==> config.mk <==
export PLATFORM = sky130hd
export DESIGN_NAME = i2c_pin_byte_bridge
export DESIGN_NICKNAME = d
export VERILOG_FILES = /design/src/rtl/i2cbr_pkg.sv /design/src/rtl/i2cbr_line_sense.sv /design/src/rtl/i2cbr_ctrl.sv /design/src/rtl/i2cbr_sda_drive.sv /design/src/rtl/i2c_pin_byte_bridge.sv
export SDC_FILE = /design/constraint.sdc
export NUM_CORES = 1
export LEC_CHECK = 0
export BUFFER_PORTS_ARGS = -buffer_cell sky130_fd_sc_hd__buf_2
export CAP_MARGIN = 5
export CORE_ASPECT_RATIO = 0.75
export CORE_MARGIN = 4
export CORE_UTILIZATION = 57
export CTS_BUF_LIST = sky130_fd_sc_hd__clkbuf_4 sky130_fd_sc_hd__clkbuf_8
export CTS_CLUSTER_DIAMETER = 40
export DETAILED_ROUTE_END_ITERATION = 8
export GPL_ROUTABILITY_DRIVEN = 1
export HOLD_SLACK_MARGIN = 0.06
export PLACE_DENSITY_LB_ADDON = 0.2
export SKIP_CTS_REPAIR_TIMING = 1
export SYNTH_ARGS = -nofsm -noshare
export SYNTH_HDL_FRONTEND = slang
export SYNTH_SLANG_ARGS = --single-unit
==> constraint.sdc <==
create_clock -name clk -period 2.65 [get_ports clk]
set_input_delay 0.53 -clock clk [delete_from_list [all_inputs] [get_ports clk]]
set_output_delay 0.53 -clock clk [all_outputs]
set_load 0.005 [all_outputs]
==> src/rtl/i2cbr_pkg.sv <==
package i2cbr_pkg;

    localparam int BYTE_W = 8;
    localparam int ADDR_W = BYTE_W - 1;

    // Bit states must stay consecutive: the machine steps by increment.
    typedef enum logic [4:0] {
        ST_IDLE     = 5'd0,
        ST_WBIT7    = 5'd1,
        ST_WBIT6    = 5'd2,
        ST_WBIT5    = 5'd3,
        ST_WBIT4    = 5'd4,
        ST_WBIT3    = 5'd5,
        ST_WBIT2    = 5'd6,
        ST_WBIT1    = 5'd7,
        ST_WBIT0    = 5'd8,
        ST_ACK_SLOT = 5'd9,
        ST_RBIT7    = 5'd10,
        ST_RBIT6    = 5'd11,
        ST_RBIT5    = 5'd12,
        ST_RBIT4    = 5'd13,
        ST_RBIT3    = 5'd14,
        ST_RBIT2    = 5'd15,
        ST_RBIT1    = 5'd16,
        ST_RBIT0    = 5'd17,
        ST_CTL_ACK  = 5'd18,
        ST_REFUSED  = 5'd19
    } state_t;

endpackage

==> src/rtl/i2cbr_line_sense.sv <==
module i2cbr_line_sense #(
    parameter int SYNC_STAGES = 2
) (
    input  logic clk,
    input  logic rst,
    input  logic scl_i,
    input  logic sda_i,
    output logic scl_s,
    output logic sda_s,
    output logic scl_rise,
    output logic start_ev,
    output logic stop_ev
);

    generate
        if (SYNC_STAGES == 0) begin : g_direct
            assign scl_s = scl_i;
            assign sda_s = sda_i;
        end else begin : g_sync
            logic [SYNC_STAGES-1:0] scl_ff;
            logic [SYNC_STAGES-1:0] sda_ff;
            for (genvar g = 0; g < SYNC_STAGES; g++) begin : g_stage
                if (g == 0) begin : g_first
                    always_ff @(posedge clk) begin
                        if (rst) begin
                            scl_ff[g] <= 1'b1;
                            sda_ff[g] <= 1'b1;
                        end else begin
                            scl_ff[g] <= scl_i;
                            sda_ff[g] <= sda_i;
                        end
                    end
                end else begin : g_next
                    always_ff @(posedge clk) begin
                        if (rst) begin
                            scl_ff[g] <= 1'b1;
                            sda_ff[g] <= 1'b1;
                        end else begin
                            scl_ff[g] <= scl_ff[g-1];
                            sda_ff[g] <= sda_ff[g-1];
                        end
                    end
                end
            end
            assign scl_s = scl_ff[SYNC_STAGES-1];
            assign sda_s = sda_ff[SYNC_STAGES-1];
        end
    endgenerate

    logic scl_q;
    logic sda_q;

    always_ff @(posedge clk) begin
        if (rst) begin
            scl_q <= 1'b1;
            sda_q <= 1'b1;
        end else begin
            scl_q <= scl_s;
            sda_q <= sda_s;
        end
    end

    assign scl_rise = scl_s & ~scl_q;
    assign start_ev = scl_s & scl_q & sda_q & ~sda_s;
    assign stop_ev  = scl_s & scl_q & ~sda_q & sda_s;

endmodule

==> src/rtl/i2cbr_ctrl.sv <==
module i2cbr_ctrl
    import i2cbr_pkg::*;
(
    input  logic              clk,
    input  logic              rst,
    input  logic              scl_rise,
    input  logic              start_ev,
    input  logic              stop_ev,
    input  logic              sda_s,
    input  logic              be_resp_i,
    input  logic              be_refuse_i,
    input  logic [BYTE_W-1:0] be_rdata_i,
    output logic              be_start_o,
    output logic [ADDR_W-1:0] be_addr_o,
    output logic              be_read_o,
    output logic              be_send_o,
    output logic [BYTE_W-1:0] be_wdata_o,
    output logic              be_recv_o,
    output logic              be_nack_o,
    output logic              be_end_o,
    output logic              drv_next
);

    state_t            state_q, state_d;
    logic [BYTE_W-1:0] buf_q, buf_d;
    logic              tgt_ok_q, tgt_ok_d;
    logic              wait_q, wait_d;
    logic              drv_q, drv_d;
    logic              start_d, send_d, recv_d, nack_d, end_d;
    logic [ADDR_W-1:0] addr_d;
    logic              read_d;
    logic [BYTE_W-1:0] wdata_d;
    logic [BYTE_W-1:0] shifted;

    assign shifted  = {buf_q[BYTE_W-2:0], sda_s};
    assign drv_next = drv_q;

    // Next-state and next-output decisions
    always_comb begin
        state_d  = state_q;
        buf_d    = buf_q;
        tgt_ok_d = tgt_ok_q;
        wait_d   = wait_q;
        drv_d    = drv_q;
        start_d  = 1'b0;
        send_d   = 1'b0;
        recv_d   = 1'b0;
        nack_d   = 1'b0;
        end_d    = 1'b0;
        addr_d   = be_addr_o;
        read_d   = be_read_o;
        wdata_d  = be_wdata_o;

        if (stop_ev) begin
            state_d  = ST_IDLE;
            end_d    = tgt_ok_q;
            tgt_ok_d = 1'b0;
            wait_d   = 1'b0;
            drv_d    = 1'b1;
        end else if (start_ev) begin
            state_d  = ST_WBIT7;
            tgt_ok_d = 1'b0;
            wait_d   = 1'b0;
            drv_d    = 1'b1;
        end else begin
            unique case (state_q)
                ST_IDLE, ST_REFUSED: begin
                end
                ST_WBIT7, ST_WBIT6, ST_WBIT5, ST_WBIT4,
                ST_WBIT3, ST_WBIT2, ST_WBIT1: begin
                    if (scl_rise) begin
                        buf_d   = shifted;
                        state_d = state_t'(state_q + 5'd1);
                        drv_d   = 1'b1;
                    end
                end
                ST_WBIT0: begin
                    if (scl_rise) begin
                        buf_d   = shifted;
                        state_d = ST_ACK_SLOT;
                        wait_d  = 1'b1;
                        if (!tgt_ok_q) begin
                            start_d  = 1'b1;
                            addr_d   = shifted[BYTE_W-1:1];
                            read_d   = shifted[0];
                            tgt_ok_d = 1'b1;
                        end else begin
                            send_d  = 1'b1;
                            wdata_d = shifted;
                        end
                    end
                end
                ST_ACK_SLOT: begin
                    if (wait_q) begin
                        if (be_resp_i) begin
                            wait_d = 1'b0;
                            if (be_refuse_i) begin
                                state_d  = ST_REFUSED;
                                end_d    = 1'b1;
                                tgt_ok_d = 1'b0;
                                drv_d    = 1'b1;
                            end else begin
                                drv_d = 1'b0;
                            end
                        end
                    end else if (scl_rise) begin
                        if (be_read_o) begin
                            state_d = ST_RBIT7;
                            recv_d  = 1'b1;
                            wait_d  = 1'b1;
                        end else begin
                            state_d = ST_WBIT7;
                            drv_d   = 1'b1;
                        end
                    end
                end
                ST_RBIT7: begin
                    if (wait_q) begin
                        if (be_resp_i) begin
                            wait_d = 1'b0;
                            buf_d  = be_rdata_i;
                            drv_d  = be_rdata_i[BYTE_W-1];
                        end
                    end else if (scl_rise) begin
                        buf_d   = buf_q << 1;
                        drv_d   = buf_q[BYTE_W-2];
                        state_d = ST_RBIT6;
                    end
                end
                ST_RBIT6, ST_RBIT5, ST_RBIT4, ST_RBIT3,
                ST_RBIT2, ST_RBIT1: begin
                    if (scl_rise) begin
                        buf_d   = buf_q << 1;
                        drv_d   = buf_q[BYTE_W-2];
                        state_d = state_t'(state_q + 5'd1);
                    end
                end
                ST_RBIT0: begin
                    if (scl_rise) begin
                        drv_d   = 1'b1;
                        state_d = ST_CTL_ACK;
                    end
                end
                ST_CTL_ACK: begin
                    if (scl_rise) begin
                        if (sda_s) begin
                            state_d = ST_REFUSED;
                            nack_d  = 1'b1;
                        end else begin
                            state_d = ST_RBIT7;
                            recv_d  = 1'b1;
                            wait_d  = 1'b1;
                        end
                    end
                end
                default: begin
                    state_d = ST_IDLE;
                    drv_d   = 1'b1;
                end
            endcase
        end
    end

    // State register
    always_ff @(posedge clk) begin
        if (rst) begin
            state_q  <= ST_IDLE;
            buf_q    <= '0;
            tgt_ok_q <= 1'b0;
            wait_q   <= 1'b0;
        end else begin
            state_q  <= state_d;
            buf_q    <= buf_d;
            tgt_ok_q <= tgt_ok_d;
            wait_q   <= wait_d;
        end
    end

    // Output registers
    always_ff @(posedge clk) begin
        if (rst) begin
            drv_q      <= 1'b1;
            be_start_o <= 1'b0;
            be_send_o  <= 1'b0;
            be_recv_o  <= 1'b0;
            be_nack_o  <= 1'b0;
            be_end_o   <= 1'b0;
            be_addr_o  <= '0;
            be_read_o  <= 1'b0;
            be_wdata_o <= '0;
        end else begin
            drv_q      <= drv_d;
            be_start_o <= start_d;
            be_send_o  <= send_d;
            be_recv_o  <= recv_d;
            be_nack_o  <= nack_d;
            be_end_o   <= end_d;
            be_addr_o  <= addr_d;
            be_read_o  <= read_d;
            be_wdata_o <= wdata_d;
        end
    end

    AST_IDLE_RELEASED: assert property (@(posedge clk) disable iff (rst)
        (state_q == ST_IDLE || state_q == ST_REFUSED) |-> drv_q);

    AST_START_IN_ACK_SLOT: assert property (@(posedge clk) disable iff (rst)
        be_start_o |-> (state_q == ST_ACK_SLOT));

    AST_END_AFTER_REFUSE: assert property (@(posedge clk) disable iff (rst)
        (state_q == ST_ACK_SLOT && wait_q && be_resp_i && be_refuse_i && !stop_ev && !start_ev)
        |=> (be_end_o && state_q == ST_REFUSED));

    AST_ONE_REQUEST: assert property (@(posedge clk) disable iff (rst)
        $onehot0({be_start_o, be_send_o, be_recv_o, be_nack_o}));

endmodule

==> src/rtl/i2cbr_sda_drive.sv <==
module i2cbr_sda_drive (
    input  logic clk,
    input  logic rst,
    input  logic scl_s,
    input  logic drv_next,
    input  logic sda_i,
    output logic sda_o
);

    logic sda_drv;

    always_ff @(posedge clk) begin
        if (rst) begin
            sda_drv <= 1'b1;
        end else if (!scl_s) begin
            sda_drv <= drv_next;
        end
    end

    assign sda_o = sda_drv & sda_i;

    AST_DRV_HELD_SCL_HIGH: assert property (@(posedge clk) disable iff (rst)
        ($past(scl_s) && !$past(rst)) |-> $stable(sda_drv));

    AST_RELEASED_AFTER_RESET: assert property (@(posedge clk) disable iff (rst)
        $past(rst) |-> sda_drv);

endmodule

==> src/rtl/i2c_pin_byte_bridge.sv <==
module i2c_pin_byte_bridge
    import i2cbr_pkg::*;
#(
    parameter int SYNC_STAGES = 2
) (
    input  logic              clk,
    input  logic              rst,
    input  logic              scl_i,
    input  logic              sda_i,
    output logic              sda_o,
    output logic              be_start_o,
    output logic [ADDR_W-1:0] be_addr_o,
    output logic              be_read_o,
    output logic              be_send_o,
    output logic [BYTE_W-1:0] be_wdata_o,
    output logic              be_recv_o,
    output logic              be_nack_o,
    output logic              be_end_o,
    input  logic              be_resp_i,
    input  logic              be_refuse_i,
    input  logic [BYTE_W-1:0] be_rdata_i
);

    logic scl_s, sda_s, scl_rise, start_ev, stop_ev, drv_next;

    i2cbr_line_sense #(.SYNC_STAGES(SYNC_STAGES)) u_sense (
        .clk      (clk),
        .rst      (rst),
        .scl_i    (scl_i),
        .sda_i    (sda_i),
        .scl_s    (scl_s),
        .sda_s    (sda_s),
        .scl_rise (scl_rise),
        .start_ev (start_ev),
        .stop_ev  (stop_ev)
    );

    i2cbr_ctrl u_ctrl (
        .clk         (clk),
        .rst         (rst),
        .scl_rise    (scl_rise),
        .start_ev    (start_ev),
        .stop_ev     (stop_ev),
        .sda_s       (sda_s),
        .be_resp_i   (be_resp_i),
        .be_refuse_i (be_refuse_i),
        .be_rdata_i  (be_rdata_i),
        .be_start_o  (be_start_o),
        .be_addr_o   (be_addr_o),
        .be_read_o   (be_read_o),
        .be_send_o   (be_send_o),
        .be_wdata_o  (be_wdata_o),
        .be_recv_o   (be_recv_o),
        .be_nack_o   (be_nack_o),
        .be_end_o    (be_end_o),
        .drv_next    (drv_next)
    );

    i2cbr_sda_drive u_drive (
        .clk      (clk),
        .rst      (rst),
        .scl_s    (scl_s),
        .drv_next (drv_next),
        .sda_i    (sda_i),
        .sda_o    (sda_o)
    );

endmodule

== Word level (Yosys, flattened, before mapping) ==
Index checks and enable logic that the tools add are counted.
Storage, ports and cells
  input bits: 14
  output and inout bits: 22
  register bits after elaboration: 44
  logic and storage cells: 161
Operators by class
  bitwise gates (word level): 18
  add/sub/neg operators: 1
  mux-type cells: 53
  equal/unequal tests: 46
  reduce and logical (&&, ||, !) cells: 22
Operator list (count)
  5-bit two-way mux: 11
  5-bit by 4-bit equality test with 1-bit output (second input constant): 8
  5-bit one-hot mux with 7 select lines: 1
  8-bit two-way mux: 4
  1-bit two-way mux: 31
  3-bit != test (second input constant): 9
  8-bit one-hot mux with 3 select lines: 1
  5-bit by 3-bit equality test with 1-bit output (second input constant): 4
  5-bit equality test (second input constant): 4
  10-bit AND reduction: 2
  5-bit AND reduction: 4
  2-bit != test (second input constant): 9
  8-bit OR reduction: 2
  13-bit OR reduction: 1
  1-bit inverter: 11
  5-bit by 2-bit equality test with 1-bit output (second input constant): 2
  5-bit OR reduction: 2
  2-bit by 1-bit != test with 1-bit output (second input constant): 4
  4-bit != test (second input constant): 2
  1-bit AND: 7
  6-bit AND reduction: 1
  6-bit OR reduction: 1
  5-bit by 1-bit adder with 5-bit output (second input constant): 1
  5-bit by 1-bit equality test with 1-bit output (second input constant): 1
  15 further kinds: 17

== Longest topological paths before layout ==
Gate-level depths: netlist of the first run.
  depth in word-level cells: 6
  depth in mapped cells: 9
  gate-level depth less buffers: 7

== By module ==
From an unflattened synthesis of the first run, not the netlist that was laid out.
Second synthesis, totals
  cells, all modules: 296
  area, all modules: 2523.7 um^2
By module, submodules not included
  i2cbr_ctrl: cells an instance 277, area each 2298.5 um^2, times used 1
  i2cbr_line_sense: cells an instance 15, area each 183.9 um^2, times used 1
  i2cbr_sda_drive: cells an instance 4, area each 41.3 um^2, times used 1

== Least setup slack after synthesis of the first run ==
Ideal clock, no wire load.
  path kind: reg2reg
  start point: register u_ctrl.state_q[0]
  end point: register u_ctrl.buf_q[0]
  stages on the path, launching flop included: 10
  path slack: 0.396 ns
  required time: 2.521 ns
  setup time: 0.129 ns
  arrival time: 2.125 ns
  path buffers: 2
  path through: dfxtp_1 > inv_1 > ha_1 > buf_2 > a211o_1 > o211a_1 > or3_1 > clkbuf_1 > o31ai_1 > a21oi_1
Between the ends
  cells in the longest elaborated chain, start to end: 4
  elaborated cells on any way between the ends: 22
Ends and longest elaborated chain
  start: declaration: line i2cbr_ctrl.sv:24  | state_t state_q, state_d;
  start signal: assignment: line i2cbr_ctrl.sv:172  | state_q <= state_d;
  5-bit by 1-bit equality test with 1-bit output, or another cell as far along: line i2cbr_ctrl.sv:66  | unique case (state_q)
  8-bit OR reduction (no line) / 6-bit OR reduction (equally long branches)
  2-bit by 1-bit != test with 1-bit output (no line) / 3-bit nonzero test (equally long branches)
  5-bit AND reduction (no line)
  end signal: assignment: line i2cbr_ctrl.sv:173  | buf_q <= buf_d;
  end: declaration: line i2cbr_ctrl.sv:25  | logic [BYTE_W-1:0] buf_q, buf_d;
Parallel ways exist; a longest one is shown, timed or not.
A chain may end at the register's enable or synchronous reset.

== Worst setup path after layout of the first run ==
  start point: register u_ctrl.state_q[0]
  end point: register u_ctrl.buf_q[1]
The elaborated chain is that of the path after synthesis.

==> impl_metrics.csv, run 1 <==
group,metric,value,unit
run_status,outcome,"completed",
clocking,clk_pin_slew,0.09,ns
hold_path,hp-class,"in -> reg",
hold_path,min_from,"scl_i",
finish,area_growth,16.3,%
global_route,antenna_found_initial,0,
worst_setup_path,required,2.87,ns
finish,ff_latch_area,861,um2
power_and_ir_drop,seqPwrFrac,0.311,
timing,final_max_slew_viol_count,0,
hold_path,min_to,"u_sense.g_sync.scl_ff[0]$_SDFF_PP1_",
clocking,cts_max_level,2,
worst_setup_path,startpoint_type,"flop",
timing,worst_slew_pin_slew,0.866,ns
yosys,ys_warn_count,0,
worst_setup_path,crit_type,"reg -> reg",
worst_setup_path,slowest_stage,"dfxtp_1",
worst_setup_path,worstSetupEndpointType,"flop",
floorplan,die_area,0.00543,mm2
worst_setup_path,path_max_fanout,20,
clocking,cts-root-buf,"clkbuf_8",
timing,rsz0062_at_grt,"no",
floorplan,coreArea,0.00410,mm2
timing,hold_ws,0.409,ns
worst_setup_path,ff2ff_setup_slack,0.14,ns
placement,routabilityCongestion,0.945,
power_and_ir_drop,intPower,0.00146,W
clocking,clock_latency,0.30,ns
worst_setup_path,cp.arrival,2.73,ns
timing,clock_skew,0.0125,ns
yosys,netlist_instances,279,
worst_setup_path,reg2reg_from,"u_ctrl.state_q[0]$_SDFFE_PP0P_",
drt,drcViolationCount,0,
floorplan,initial_core_util,0.598,
clocking,cts_buffer_depth,2,
power_and_ir_drop,p_clk_frac,0.208,
drt,vias,2345,
yosys,syn_area,0.00245,mm2
timing,clock.fmax,399,MHz
timing,setup_tns,0,ns
placement,dp_hpwl,4630,um
yosys,synth_fp_nets,298,
floorplan,die_w,83.7,um
floorplan,ioPinCount,36,
finish,layout-drive-gt1-share,0.247,
clocking,cts_tree,"done",
yosys,yosys_register_bits,43,
yosys,synthFlopType,"dfxtp_1",
yosys,ys_async_sr_fraction,0,
power_and_ir_drop,power.switching,0.00100,W
clocking,numClockSinks,43,
power_and_ir_drop,power_density,862,mW/mm2
yosys,synth_edf_count,0,
timing,setup_viol,0,
power_and_ir_drop,finalPower,0.00246,W
yosys,synthDistinctLibCells,60,
yosys,syn_avg_cell_area,8.79,um2
timing,period_share,0.946,
drt,routedWlPerCell,17.2,um
finish,fill_cells,322,
global_route,overflow,0,
timing,final.min_clock_period,2.51,ns
run,max-cap-violations,0,
timing,finalHoldViolations,0,
power_and_ir_drop,peakVddDrop,0.000452,V
drt,first_iter_violations,309,
drt,viasPerCell,6.25,
finish,multiInputGateArea,0.00146,mm2
worst_setup_path,reg2reg_depth,8,
drt,firstDrtPassIters,5,
placement,portBuffers,35,
global_route,grt_pass1_wl,10600,um
finish,antenna_cells,0,
power_and_ir_drop,p_comb_frac,0.482,
global_route,grt_pass1_vias,2095,
clocking,cts_buffers,5,
hold_path,min_path_cells,2,
floorplan,dieHeight,64.8,um
finish,num-nets-final,338,
worst_setup_path,cp_slowest_stage_delay,0.45,ns
timing,relSlewSlack,0.421,
global_route,grt_max_degree,35,
worst_setup_path,rr_endpoint,"u_ctrl.buf_q[1]$_SDFFE_PP0P_",
power_and_ir_drop,p_leak,1.21,nW
floorplan,floorplan.rows,20,
global_route,grt_usage,0.243,
drt,wirelength,6440,um
worst_setup_path,worstPathCellList,"inv_1 -> ha_1 -> or3_4 -> a311oi_4 -> buf_12 -> and3_1 -> o21ai_0 -> a21oi_1",
yosys,synth_seq_area_share,0.351,
drt,postRouteAntennaNets,0,
power_and_ir_drop,swShare,0.407,
==> per-stage QoR <==
| stage | util | cells | instance area (um2) | setup WS, ns |
|---|---|---|---|---|
| after floorplan | - | 279 | 2450 | 0.396 |
| after global placement | 0.667 | 367 | 2740 | 0.289 |
| after detailed placement | 0.667 | 367 | 2740 | 0.197 |
| after CTS | 0.695 | 375 | 2850 | 0.192 |
| after global routing | 0.695 | 375 | 2850 | 0.0184 |
| final | 0.695 | 375 | 2850 | 0.143 |
==> critical path: cells and delay by family (launching register included) <==
kind / cells / cell delay (ns)
buffers and inverters: 2 / 0.30
adder cells (fa/ha/maj): 1 / 0.27
flip-flops: 1 / 0.45
AND/OR/NAND/NOR: 2 / 0.67
AO/OA/AOI/OAI: 3 / 0.72
==> area by class of cell <==
cell class / count / share of cell area
clock buffers: 5 / 0.0241
repair buffers: 53 / 0.113
well taps: 55 / 0.0241
clock inverters: 3 / 0.0162
inverters: 6 / 0.00789
multi-input cells: 210 / 0.513
flip-flops and latches: 43 / 0.302
==> cell usage after synthesis (2+ instances only) <==
cell / count / share of area
o211ai_1: 7 / 0.021
buf_6: 3 / 0.014
o221ai_1: 2 / 0.0071
a21oi_1: 28 / 0.057
nor3b_1: 2 / 0.0061
mux2i_1: 25 / 0.10
clkbuf_1: 11 / 0.017
nor2_1: 31 / 0.047
a2111oi_0: 2 / 0.0071
and3_1: 2 / 0.0051
a31oi_1: 2 / 0.0051
nand3b_1: 3 / 0.0092
o21ai_1: 2 / 0.0041
o31ai_1: 2 / 0.0061
a32o_1: 7 / 0.029
nor4_1: 2 / 0.0051
inv_1: 6 / 0.0092
nor3_1: 10 / 0.020
and2_1: 2 / 0.0051
or3_1: 3 / 0.0077
or2_2: 7 / 0.018
a211o_1: 2 / 0.0071
a21o_1: 3 / 0.0092
o32ai_1: 2 / 0.0071
nand2b_1: 4 / 0.010
dfxtp_1: 43 / 0.35
xnor2_1: 2 / 0.0071
ha_1: 5 / 0.026
nand3_1: 5 / 0.010
nor2b_1: 5 / 0.013
nand2_1: 8 / 0.012
buf_2: 4 / 0.0082
o21ai_0: 10 / 0.020
==> worst max-delay path by stage <==
stage | from | end | slack (ns)
3_5_place_dp | u_ctrl.state_q[0]$_SDFFE_PP0P_ | u_ctrl.state_q[3]$_SDFFE_PP0P_ | 0.20
2_1_floorplan | u_ctrl.state_q[0]$_SDFFE_PP0P_ | u_ctrl.buf_q[0]$_SDFFE_PP0P_ | 0.40
3_3_place_gp | u_ctrl.state_q[0]$_SDFFE_PP0P_ | u_ctrl.state_q[3]$_SDFFE_PP0P_ | 0.29
6_report | u_ctrl.state_q[0]$_SDFFE_PP0P_ | u_ctrl.buf_q[1]$_SDFFE_PP0P_ | 0.14
4_1_cts | u_ctrl.state_q[0]$_SDFFE_PP0P_ | u_ctrl.state_q[3]$_SDFFE_PP0P_ | 0.19
5_1_grt | u_ctrl.state_q[1]$_SDFFE_PP0P_ | u_ctrl.buf_q[4]$_SDFFE_PP0P_ | 0.02
==> registers in the layout, summed over array words and instances, names as in the netlist, 5 cells and up <==
| register | flops |
|---|---|
| u_ctrl.be_addr_o | 7 |
| u_ctrl.buf_q | 7 |
| u_ctrl.be_wdata_o | 8 |
| u_ctrl.state_q | 5 |
==> kinds of logic (layout without fill, tap and decap cells) <==
family	after synthesis	count (layout)	synth area share
and+or+nand+nor	93	93	0.209
DFF	43	43	0.351
AOI/OAI and AO/OA	85	85	0.253
muxes	25	25	0.102
adders and majority gates	5	5	0.0255
xor gates and xnor gates	2	2	0.00714
buffers and inverters	26	67	0.0525
==> power groups by stage <==
stage / clock (W) / combinational, W / sequential, W
3_3_place_gp: 0 / 0.00114 / 0.000776
3_5_place_dp: 0 / 0.00114 / 0.000776
5_1_grt: 0.000551 / 0.00126 / 0.000773
2_1_floorplan: 0 / 0.000883 / 0.000739
6_report: 0.000511 / 0.00119 / 0.000764
4_1_cts: 0.000519 / 0.00115 / 0.000762
==> routing by layer <==
layer / GRT usage / up-vias / wire [um]
met4: 0.0643 / 0 / 50
met2: 0.349 / 127 / 2640
met1: 0.365 / 1089 / 3180
met5: 0 / - / 0
li1: - / 1121 / -
met3: 0.0546 / 8 / 567
==> cells in the final DEF (no fill, tap or decap), types with 3 or more instances in the layout <==
master	n
dfxtp_1	43
clkbuf_8	5
or2_2	7
inv_1	6
nor2b_1	5
or3_1	3
nand3_1	5
a21o_1	3
buf_2	35
a21oi_1	28
nor3_1	10
a32o_1	7
nand2b_1	4
o211ai_1	7
buf_4	17
nand2_1	8
ha_1	5
nand3b_1	3
o21ai_0	10
nor2_1	31
mux2i_1	25
No activity file was read; power rests on OpenSTA's default activity.
==> run 2, diff against run 1 <==
--- a/config.mk
+++ b/config.mk
@@ -15,6 +15,7 @@
 export DETAILED_ROUTE_END_ITERATION = 8
 export GPL_ROUTABILITY_DRIVEN = 1
 export HOLD_SLACK_MARGIN = 0.06
+export MAX_ROUTING_LAYER = met4
 export PLACE_DENSITY_LB_ADDON = 0.2
 export SKIP_CTS_REPAIR_TIMING = 1
 export SYNTH_ARGS = -nofsm -noshare
==> run 2 against run 1 <==
  * Final cell count is the same
  * Largest power group unchanged
  * Critical path type unchanged
  * Fmax grew 1.6%
  * Final area shrank 1.3%
  * Die area is the same
  * Critical endpoint unchanged
  * Via count is the same
  * Worst setup slack gained 0.041 ns
  * Highest routed layer unchanged
==> impl_metrics.csv, run 2 (synthesis results as in run 1) <==
group,metric,value,unit
run_status,outcome,"completed",
placement,dp_hpwl,4730,um
worst_setup_path,reg2reg_depth,8,
placement,routabilityCongestion,1.01,
timing,relSlewSlack,0.354,
worst_setup_path,cp.arrival,2.64,ns
finish,final_area,0.00282,mm2
hold_path,min_path_cells,1,
placement,dp_slack,0.220,ns
clocking,cts-root-buf,"clkbuf_8",
drt,drcViolationCount,0,
floorplan,die_w,83.7,um
worst_setup_path,startpoint_type,"flop",
worst_setup_path,rr_endpoint,"u_ctrl.buf_q[1]$_SDFFE_PP0P_",
finish,multiInputGateArea,0.00147,mm2
global_route,grt_pass1_vias,2157,
worst_setup_path,crit_family,"simple AND/OR/NAND/NOR gates",
global_route,grt_pass1_wl,10900,um
floorplan,dieHeight,64.8,um
hold_path,min_to,"u_sense.scl_s$_SDFF_PP1_",
global_route,antenna_found_initial,0,
finish,regMostFlops,"u_ctrl.be_wdata_o",
worst_setup_path,ff2ff_setup_slack,0.18,ns
clocking,clk_pin_slew,0.08,ns
worst_setup_path,worstSetupEndpointType,"flop",
floorplan,initial_core_util,0.598,
finish,layout-drive-gt1-share,0.250,
run,max-cap-violations,0,
hold_path,hp-class,"reg -> reg",
clocking,cts_buffers,5,
finish,fill_cells,357,
power_and_ir_drop,power_density,836,mW/mm2
power_and_ir_drop,peakVddDrop,0.000507,V
placement,portBuffers,35,
drt,wirelength,6480,um
worst_setup_path,crit_type,"reg -> reg",
finish,area_growth,14.8,%
finish,largestRegisters,"u_ctrl.be_wdata_o: 8 flops, u_ctrl.be_addr_o: 7 flops, u_ctrl.buf_q: 7 flops",
floorplan,floorplan.rows,20,
finish,final_cell_mix,"dfxtp_1, buf_2, nor2_1, a21oi_1, mux2i_1",
finish,ff_latch_area,861,um2
timing,final_max_slew_viol_count,0,
hold_path,min_from,"u_sense.g_sync.scl_ff[0]$_SDFF_PP1_",
global_route,grt_usage,0.256,
timing,rsz0062_at_grt,"no",
timing,finalHoldViolations,0,
worst_setup_path,reg2reg_from,"u_ctrl.state_q[0]$_SDFFE_PP0P_",
floorplan,coreArea,0.00410,mm2
finish,antenna_cells,0,
timing,final.min_clock_period,2.47,ns
clocking,cts_tree,"done",
placement,placed_cell_area,0.00273,mm2
worst_setup_path,path_max_fanout,20,
finish,largest_reg_flops,8,
global_route,grt_max_degree,35,
timing,clock_skew,0.00698,ns
drt,postRouteAntennaNets,0,
clocking,numClockSinks,43,
drt,viasPerCell,6.25,
worst_setup_path,slowest_stage,"dfxtp_1",
global_route,overflow,0,
worst_setup_path,required,2.83,ns
clocking,cts_buffer_depth,2,
timing,period_share,0.931,
drt,firstDrtPassIters,5,
timing,worst_slew_pin_slew,0.967,ns
clocking,cts_max_level,2,
timing,setup_viol,0,
worst_setup_path,worstPathCellList,"inv_1 -> ha_1 -> or3_4 -> a311oi_4 -> buf_4 -> nand3_1 -> o211ai_1 -> a21oi_1",
floorplan,die_area,0.00543,mm2
floorplan,ioPinCount,36,
worst_setup_path,cp_slowest_stage_delay,0.42,ns
drt,first_iter_violations,310,
timing,setup_ws,0.184,ns
power_and_ir_drop,p_leak,1.19,nW
clocking,clock_latency,0.30,ns
drt,vias,2345,
timing,setup_tns,0,ns
timing,clock.fmax,405,MHz
finish,final_common_cell,"dfxtp_1",
worst_setup_path,critPathBufInv,2,
drt,routedWlPerCell,17.3,um
finish,num-nets-final,338,
## run 2: changes by cell type in the layout (fill, tap and decap cells not counted), sizes merged
cell / delta
bufinv: -1
clkbuf: +1
clkinv: +1
inv: -1
## run 2: metrics by stage
| step | utilization | total power (W) | cells | hold WS (ns) |
|---|---|---|---|---|
| after floorplan | - | 0.00162 | 279 | 0.389 |
| after global placement | 0.664 | 0.00190 | 367 | 0.393 |
| after detailed placement | 0.664 | 0.00191 | 367 | 0.393 |
| after CTS | 0.686 | 0.00233 | 375 | 0.410 |
| after global routing | 0.686 | 0.00249 | 375 | 0.424 |
| final | 0.686 | 0.00236 | 375 | 0.411 |
## run 2: layout make-up
cell class / count / share of cell area
clock buffer: 6 / 0.0271
clock inverter: 2 / 0.00444
inverter: 6 / 0.00800
multi-input combinational: 210 / 0.520
sequential: 43 / 0.306
tap: 55 / 0.0244
timing repair buffer: 53 / 0.110
## run 2: routing by layer
metal / global-route usage / up-vias / routed length, um
li1: - / 1118 / -
met1: 0.364 / 1084 / 2980
met2: 0.341 / 133 / 2700
met3: 0.0851 / 10 / 692
met4: 0.0743 / 0 / 97
met5: - / - / 0
## run 2: worst max path at each step
stage / startpoint / end / cells past startpoint
after CTS: u_ctrl.state_q[0]$_SDFFE_PP0P_ / u_ctrl.drv_next$_SDFFE_PP1P_ / 8
after global routing: u_ctrl.state_q[0]$_SDFFE_PP0P_ / u_ctrl.drv_next$_SDFFE_PP1P_ / 8
after detailed placement: u_ctrl.state_q[0]$_SDFFE_PP0P_ / u_ctrl.drv_next$_SDFFE_PP1P_ / 8
after floorplan: u_ctrl.state_q[0]$_SDFFE_PP0P_ / u_ctrl.buf_q[0]$_SDFFE_PP0P_ / 9
after global placement: u_ctrl.state_q[0]$_SDFFE_PP0P_ / u_ctrl.drv_next$_SDFFE_PP1P_ / 8
final: u_ctrl.state_q[0]$_SDFFE_PP0P_ / u_ctrl.buf_q[1]$_SDFFE_PP0P_ / 8
## run 2: power breakdown
part	leakage, nW	internal [W]	switching (W)
Clock	0.0446	0.000194	0.000221
Sequential	0.348	0.000686	0.0000747
Combinational	0.802	0.000476	0.000704
Total	1.19	0.00136	0.00100
